$ cat config.mk
export PLATFORM = sky130hd
export DESIGN_NAME = vmask_unit
export DESIGN_NICKNAME = d
export VERILOG_FILES = /design/src/rtl/vcm_pkg.sv /design/src/rtl/vcm_relation.sv /design/src/rtl/vcm_sequencer.sv /design/src/rtl/vcm_mask_reg.sv /design/src/rtl/vmask_unit.sv
export SDC_FILE = /design/constraint.sdc
export NUM_CORES = 1
export LEC_CHECK = 0
export BUFFER_PORTS_ARGS = -buffer_cell sky130_fd_sc_hd__buf_2
export CAP_MARGIN = 10
export CORE_MARGIN = 3
export CORE_UTILIZATION = 25
export CTS_CLUSTER_DIAMETER = 30
export DETAILED_ROUTE_END_ITERATION = 10
export PLACE_DENSITY = 0.44
export REMOVE_ABC_BUFFERS = 1
export SLEW_MARGIN = 20
export SYNTH_ARGS = -nofsm -noshare
export SYNTH_HDL_FRONTEND = slang
export SYNTH_SLANG_ARGS = --single-unit
$ cat constraint.sdc
create_clock -name clk -period 10.8 [get_ports clk]
set_input_delay 1.08 -clock clk [delete_from_list [all_inputs] [get_ports clk]]
set_output_delay 1.08 -clock clk [all_outputs]
set_load 0.02 [all_outputs]
$ cat src/rtl/vcm_pkg.sv
package vcm_pkg;
  typedef enum logic [1:0] {
    OP_CMP_VV     = 2'd0,
    OP_CMP_VS     = 2'd1,
    OP_SUB_MASKED = 2'd2,
    OP_STEP_ONLY  = 2'd3
  } vop_e;

  typedef enum logic [2:0] {
    REL_EQ = 3'd0,
    REL_NE = 3'd1,
    REL_GT = 3'd2,
    REL_LT = 3'd3,
    REL_GE = 3'd4,
    REL_LE = 3'd5
  } vrel_e;
endpackage

$ cat src/rtl/vcm_relation.sv
module vcm_relation #(
  parameter int W = 16
) (
  input  logic [2:0]         rel,
  input  logic signed [W-1:0] a,
  input  logic signed [W-1:0] b,
  output logic               hit
);
  import vcm_pkg::*;

  always_comb begin
    case (rel)
      REL_EQ:  hit = (a == b);
      REL_NE:  hit = (a != b);
      REL_GT:  hit = (a > b);
      REL_LT:  hit = (a < b);
      REL_GE:  hit = (a >= b);
      REL_LE:  hit = (a <= b);
      default: hit = 1'b0;
    endcase
  end
endmodule

$ cat src/rtl/vcm_sequencer.sv
module vcm_sequencer #(
  parameter int MVL = 64,
  localparam int IW  = (MVL > 1) ? $clog2(MVL) : 1,
  localparam int VLW = $clog2(MVL + 1)
) (
  input  logic           clk,
  input  logic           rst,
  input  logic           start,
  input  logic [VLW-1:0] vlen,
  output logic           accept,
  output logic           busy,
  output logic [IW-1:0]  idx,
  output logic [VLW-1:0] vl_q,
  output logic           done
);
  logic last;

  assign accept = start && !busy;
  assign last   = busy && ((VLW'(idx) + VLW'(1)) == vl_q);

  always_ff @(posedge clk) begin
    if (rst) begin
      busy <= 1'b0;
      idx  <= '0;
      vl_q <= '0;
      done <= 1'b0;
    end else begin
      done <= 1'b0;
      if (accept) begin
        vl_q <= vlen;
        idx  <= '0;
        busy <= (vlen != '0);
        done <= (vlen == '0);
      end else if (busy) begin
        idx <= idx + IW'(1);
        if (last) begin
          busy <= 1'b0;
          done <= 1'b1;
        end
      end
    end
  end

  AST_VL_LIMIT: assert property (@(posedge clk) disable iff (rst)
    accept |-> (vlen <= VLW'(MVL))) else $error("vlen above MVL");
  AST_IDX_BELOW_VL: assert property (@(posedge clk) disable iff (rst)
    busy |-> (VLW'(idx) < vl_q)) else $error("element index beyond VL");
  AST_DONE_IDLE: assert property (@(posedge clk) disable iff (rst)
    done |-> !busy) else $error("done while busy");
endmodule

$ cat src/rtl/vcm_mask_reg.sv
module vcm_mask_reg #(
  parameter int MVL = 64,
  localparam int IW = (MVL > 1) ? $clog2(MVL) : 1
) (
  input  logic           clk,
  input  logic           rst,
  input  logic           clr,
  input  logic           bit_we,
  input  logic [IW-1:0]  bit_pos,
  input  logic           bit_val,
  output logic [MVL-1:0] mask
);
  always_ff @(posedge clk) begin
    if (rst)         mask <= '1;
    else if (clr)    mask <= '0;
    else if (bit_we) mask[bit_pos] <= bit_val;
  end

  AST_CLR_NOT_WITH_WRITE: assert property (@(posedge clk) disable iff (rst)
    clr |-> !bit_we) else $error("clear collides with bit write");
endmodule

$ cat src/rtl/vmask_unit.sv
module vmask_unit #(
  parameter int W   = 16,
  parameter int MVL = 64,
  localparam int IW  = (MVL > 1) ? $clog2(MVL) : 1,
  localparam int VLW = $clog2(MVL + 1)
) (
  input  logic                clk,
  input  logic                rst,
  input  logic                start,
  input  logic [1:0]          op,
  input  logic [2:0]          rel,
  input  logic [VLW-1:0]      vlen,
  input  logic signed [W-1:0] scalar,
  input  logic signed [W-1:0] in_a,
  input  logic signed [W-1:0] in_b,
  output logic                busy,
  output logic [IW-1:0]       elem_idx,
  output logic                done,
  output logic [MVL-1:0]      mask,
  output logic                wr_en,
  output logic [IW-1:0]       wr_idx,
  output logic [W-1:0]        wr_data
);
  import vcm_pkg::*;

  logic            accept;
  logic [VLW-1:0]  vl_q;
  vop_e            op_q;
  logic [2:0]      rel_q;
  logic [W-1:0]    scalar_q;
  logic            is_cmp_q;
  logic            is_sub_q;
  logic signed [W-1:0] rhs;
  logic            hit;

  vcm_sequencer #(.MVL(MVL)) u_seq (
    .clk    (clk),
    .rst    (rst),
    .start  (start),
    .vlen   (vlen),
    .accept (accept),
    .busy   (busy),
    .idx    (elem_idx),
    .vl_q   (vl_q),
    .done   (done)
  );

  always_ff @(posedge clk) begin
    if (rst) begin
      op_q     <= OP_STEP_ONLY;
      rel_q    <= '0;
      scalar_q <= '0;
    end else if (accept) begin
      op_q     <= vop_e'(op);
      rel_q    <= rel;
      scalar_q <= scalar;
    end
  end

  assign is_cmp_q = (op_q == OP_CMP_VV) || (op_q == OP_CMP_VS);
  assign is_sub_q = (op_q == OP_SUB_MASKED);
  assign rhs      = (op_q == OP_CMP_VS) ? signed'(scalar_q) : in_b;

  vcm_relation #(.W(W)) u_rel (
    .rel (rel_q),
    .a   (in_a),
    .b   (rhs),
    .hit (hit)
  );

  vcm_mask_reg #(.MVL(MVL)) u_mask (
    .clk     (clk),
    .rst     (rst),
    .clr     (accept && (vop_e'(op) == OP_CMP_VV || vop_e'(op) == OP_CMP_VS)),
    .bit_we  (busy && is_cmp_q),
    .bit_pos (elem_idx),
    .bit_val (hit),
    .mask    (mask)
  );

  always_ff @(posedge clk) begin
    if (rst) begin
      wr_en   <= 1'b0;
      wr_idx  <= '0;
      wr_data <= '0;
    end else begin
      wr_en <= busy && is_sub_q && mask[elem_idx];
      if (busy && is_sub_q) begin
        wr_idx  <= elem_idx;
        wr_data <= in_a - in_b;
      end
    end
  end

  AST_WR_ONLY_MASKED: assert property (@(posedge clk) disable iff (rst)
    wr_en |-> mask[wr_idx]) else $error("write at masked-off position");
  AST_NO_WR_OUTSIDE_SUB: assert property (@(posedge clk) disable iff (rst)
    (busy && !is_sub_q) |=> !wr_en) else $error("write from non-subtract op");
  AST_MASK_HELD_NON_CMP: assert property (@(posedge clk) disable iff (rst)
    (busy && !is_cmp_q) |=> $stable(mask)) else $error("mask moved outside compare");
  AST_HIGH_BITS_CLEARED: assert property (@(posedge clk) disable iff (rst)
    (done && is_cmp_q) |-> ((mask >> vl_q) == '0)) else $error("mask bit above VL set");
endmodule

==> run_results.csv <==
group,metric,value,unit
cts,htreeDepth,4,
die,fp.dieH,171.3,um
placed_design,portBuffers,157,
pwr,p_leak,0.003353,uW
outcome,status,"complete, no violations",
synth,synth-main-ff-cell,"dfxtp_1",
synth,yosysSeqAreaShare,36.05,%
die,rows,59,
flow_run,max_cap_viol_count,0,
worst_setup_path,path_depth,10,
worst_setup_path,critPathTopFamily,"compound AO/OA/AOI/OAI gates",
worst_setup_path,path_max_fanout,64,
sta,finClkSkew,13.49,ps
global_routing,grt_max_degree,93,
worst_setup_path,cp_num_buf_inv,0,
sta,report.final.hold_viol_count,0,
synth,ys_ff_latch,123,
worst_setup_path,reg2reg_depth,10,
die,fp.dieArea,0.02934,mm^2
placed_design,dpl.hpwl,16220,um
sta,worstMarginPinSlew,1096,ps
layout,finalInstanceArea,0.008466,mm^2
synth,netlist_area,0.006830,mm^2
die,ios,158,
route,viasPerCell,5.067,
global_routing,grt_pass1_wl,37000,um
global_routing,antenna_found_initial,0,
route,antenna_left,0,
sta,fin_crit_sh,38.18,%
cts,cts-hold-fix-buffers,0,
cts,ctsResizeCount,0,
layout,drive_above_1_share,28.26,%
cts,cts_tree,"yes",
sta,tns,0,ps
route,wirelength,23770,um
placed_design,place.gp.congestion,0.7990,
cts,root_buffer,"clkbuf_16",
cts,numCtsBuffers,17,
cts,clock-sinks,123,
sta,fin_crit,4124,ps
layout,layout.nets,1042,
worst_setup_path,cpMaxStageDelayCell,"nand2b_1",
synth,synth_edf_count,0,
worst_setup_path,worst_setup_path_start_kind,"register",
sta,slew_headroom,26.93,%
cts,clk_latency,420,ps
worst_setup_path,cp_data_arrival_time,4370,ps
pwr,p_per_area,158.5,mW/mm^2
worst_hold_path,min_path_cells,2,
route,vias,6557,
pwr,max-vdd-ir-drop,0.08998,mV
cts,clk_pin_slew_worst_paths,60,ps
route,routedWlPerCell,18.37,um
layout,area_growth,23.94,%
worst_setup_path,cp-end-kind,"register",
synth,syn_inst,818,
placed_design,placed_cell_area,0.007854,mm^2
worst_setup_path,critPathMaxStageDelay,820,ps
route,drt_pass1_iterations,5,
worst_setup_path,r2r_slack,6680,ps
worst_hold_path,min-delay-path-class,"register to register",
route,drc,0,
synth,ys_types,64,
worst_setup_path,worst_ep_required_time,11050,ps
synth,async_flop_share,0,%
layout,fillCellCount,2861,
layout,antenna_cells,0,
global_routing,grt_util_all_layers,16.18,%
die,core-area,0.02643,mm^2
cts,cts_buffer_depth,2,
synth,ys_warn_count,0,
worst_setup_path,critPathKind,"register to register",
sta,timing.fmax,0.2425,GHz
cts,postCtsSetupBuffers,0,
sta,setup_viol,0,
sta,rsz0062_at_grt,"no",
synth,postSynthAreaPerCell,8.350,um^2
sta,finalWorstSetupSlack,6677,ps
die,die_x,171.3,um
route,drt-initial-drc-count,410,
global_routing,grt_overflow_total,0,
worst_setup_path,crit_chain,"nand2b_1 > mux2i_1 > ha_1 > a211oi_1 > o22ai_1 > a21oi_1 > nand4_1 > a311oi_1 > a2111o_4 > o21ai_0",
die,initial_core_util,25.85,%
placed_design,dp_slack,6710,ps
global_routing,grt_pass1_vias,6454,
sta,maxSlewViolCount,0,
layout,fin_util,32.03,%
[where the power goes]
part / switching [uW] / internal (uW)
Clock: 251 / 349
Combinational: 150 / 87.5
Sequential: 22.9 / 481
[kinds of logic after synthesis]
group / Yosys count / synth area share [%]
muxes: 37 / 7.034
buffers and inverters: 76 / 4.873
DFF: 123 / 36.05
adders and majority gates: 33 / 6.155
AOI/OAI and AO/OA: 249 / 24.69
and+or+nand+nor: 280 / 18.63
xor gates and xnor gates: 20 / 2.565
[worst reg2reg max path, cell delays in order, from the launching register on]
cell      delay, ps
dfxtp_1         400
nand2b_1        820
mux2i_1         280
ha_1            280
a211oi_1        250
o22ai_1         110
a21oi_1         150
nand4_1         160
a311oi_1        330
a2111o_4        820
o21ai_0         350
[path summary, 6_finish.rpt]
path / startpoint / end
setup / recovery: op_q[1]$_SDFFE_PP1P_ / u_mask.mask[9]$_SDFFE_PP1P_
hold / removal: wr_data[9]$_SDFFE_PP0P_ / wr_data[9]$_SDFFE_PP0P_
setup reg to reg: op_q[1]$_SDFFE_PP1P_ / u_mask.mask[9]$_SDFFE_PP1P_
hold reg to reg: wr_data[9]$_SDFFE_PP0P_ / wr_data[9]$_SDFFE_PP0P_
[synthesized netlist by cell type (11+ instances only)]
cell type	instances	area share [%]
xor2_1	11	1.4
nand2_1	166	9.1
buf_1	12	0.66
a21oi_1	57	4.2
dfxtp_1	123	36
nor3_1	16	1.2
mux2i_1	21	3.1
o21ai_0	14	1.0
nor2_1	32	1.8
o21ai_2	45	5.8
o21ai_1	15	1.1
inv_1	21	1.2
clkbuf_1	35	1.9
a31oi_1	64	5.9
ha_1	32	5.9
[layout make-up]
type	count	area, um^2	area share [%]
Clock buffer	17	425.4	5.025
Tap cell	335	419.2	4.951
Sequential cell	123	2462	29.09
Timing Repair Buffer	164	840.8	9.932
Multi-Input combinational cell	619	4060	47.96
Clock inverter	15	178.9	2.114
Inverter	21	78.83	0.9311
[routing by layer]
metal	global-route usage (%)	part of all wire [%]	wire length, um	up-vias
met1	21.89	47	11260	3116
met4	4.199	1.4	339	0
met5	0	0	0	-
li1	-	-	-	3232
met3	4.643	6.6	1577	19
met2	25.41	45	10600	190
[metrics by stage]
step	hold slack, ps	power, uW	std cells
after floorplan	427.8	662.5	763
after global placement	439.5	753.0	1262
after detailed placement	443.8	753.4	1262
after CTS	451.1	1359	1294
after global routing	476.2	1408	1294
final	446.0	1342	1294
[sequential cells by signal, summed over array words and instances (netlist names)]
register	flops
u_mask.mask	64
wr_en	1
u_seq.done	1
wr_data	16
u_seq.vl_q	7
scalar_q	16
wr_idx	6
u_seq.idx	6
u_seq.busy	1
op_q	2
rel_q	3
[placed cells by master (no fill, tap or decap), types with 6 or more instances in the layout]
master	n
a21oi_1	57
o21ai_0	14
nand3_1	8
xor2_1	11
dfxtp_1	123
mux4_2	8
clkbuf_16	17
nor2b_1	8
a31oi_1	64
nand3b_1	10
nor3_1	15
or3_1	6
buf_2	156
mux2_2	8
xnor2_1	9
nand2_1	165
buf_4	8
o21ai_2	45
inv_1	21
nor2_1	31
o21ai_1	15
ha_1	32
mux2i_1	21
No activity file was read; power rests on OpenSTA's default activity.
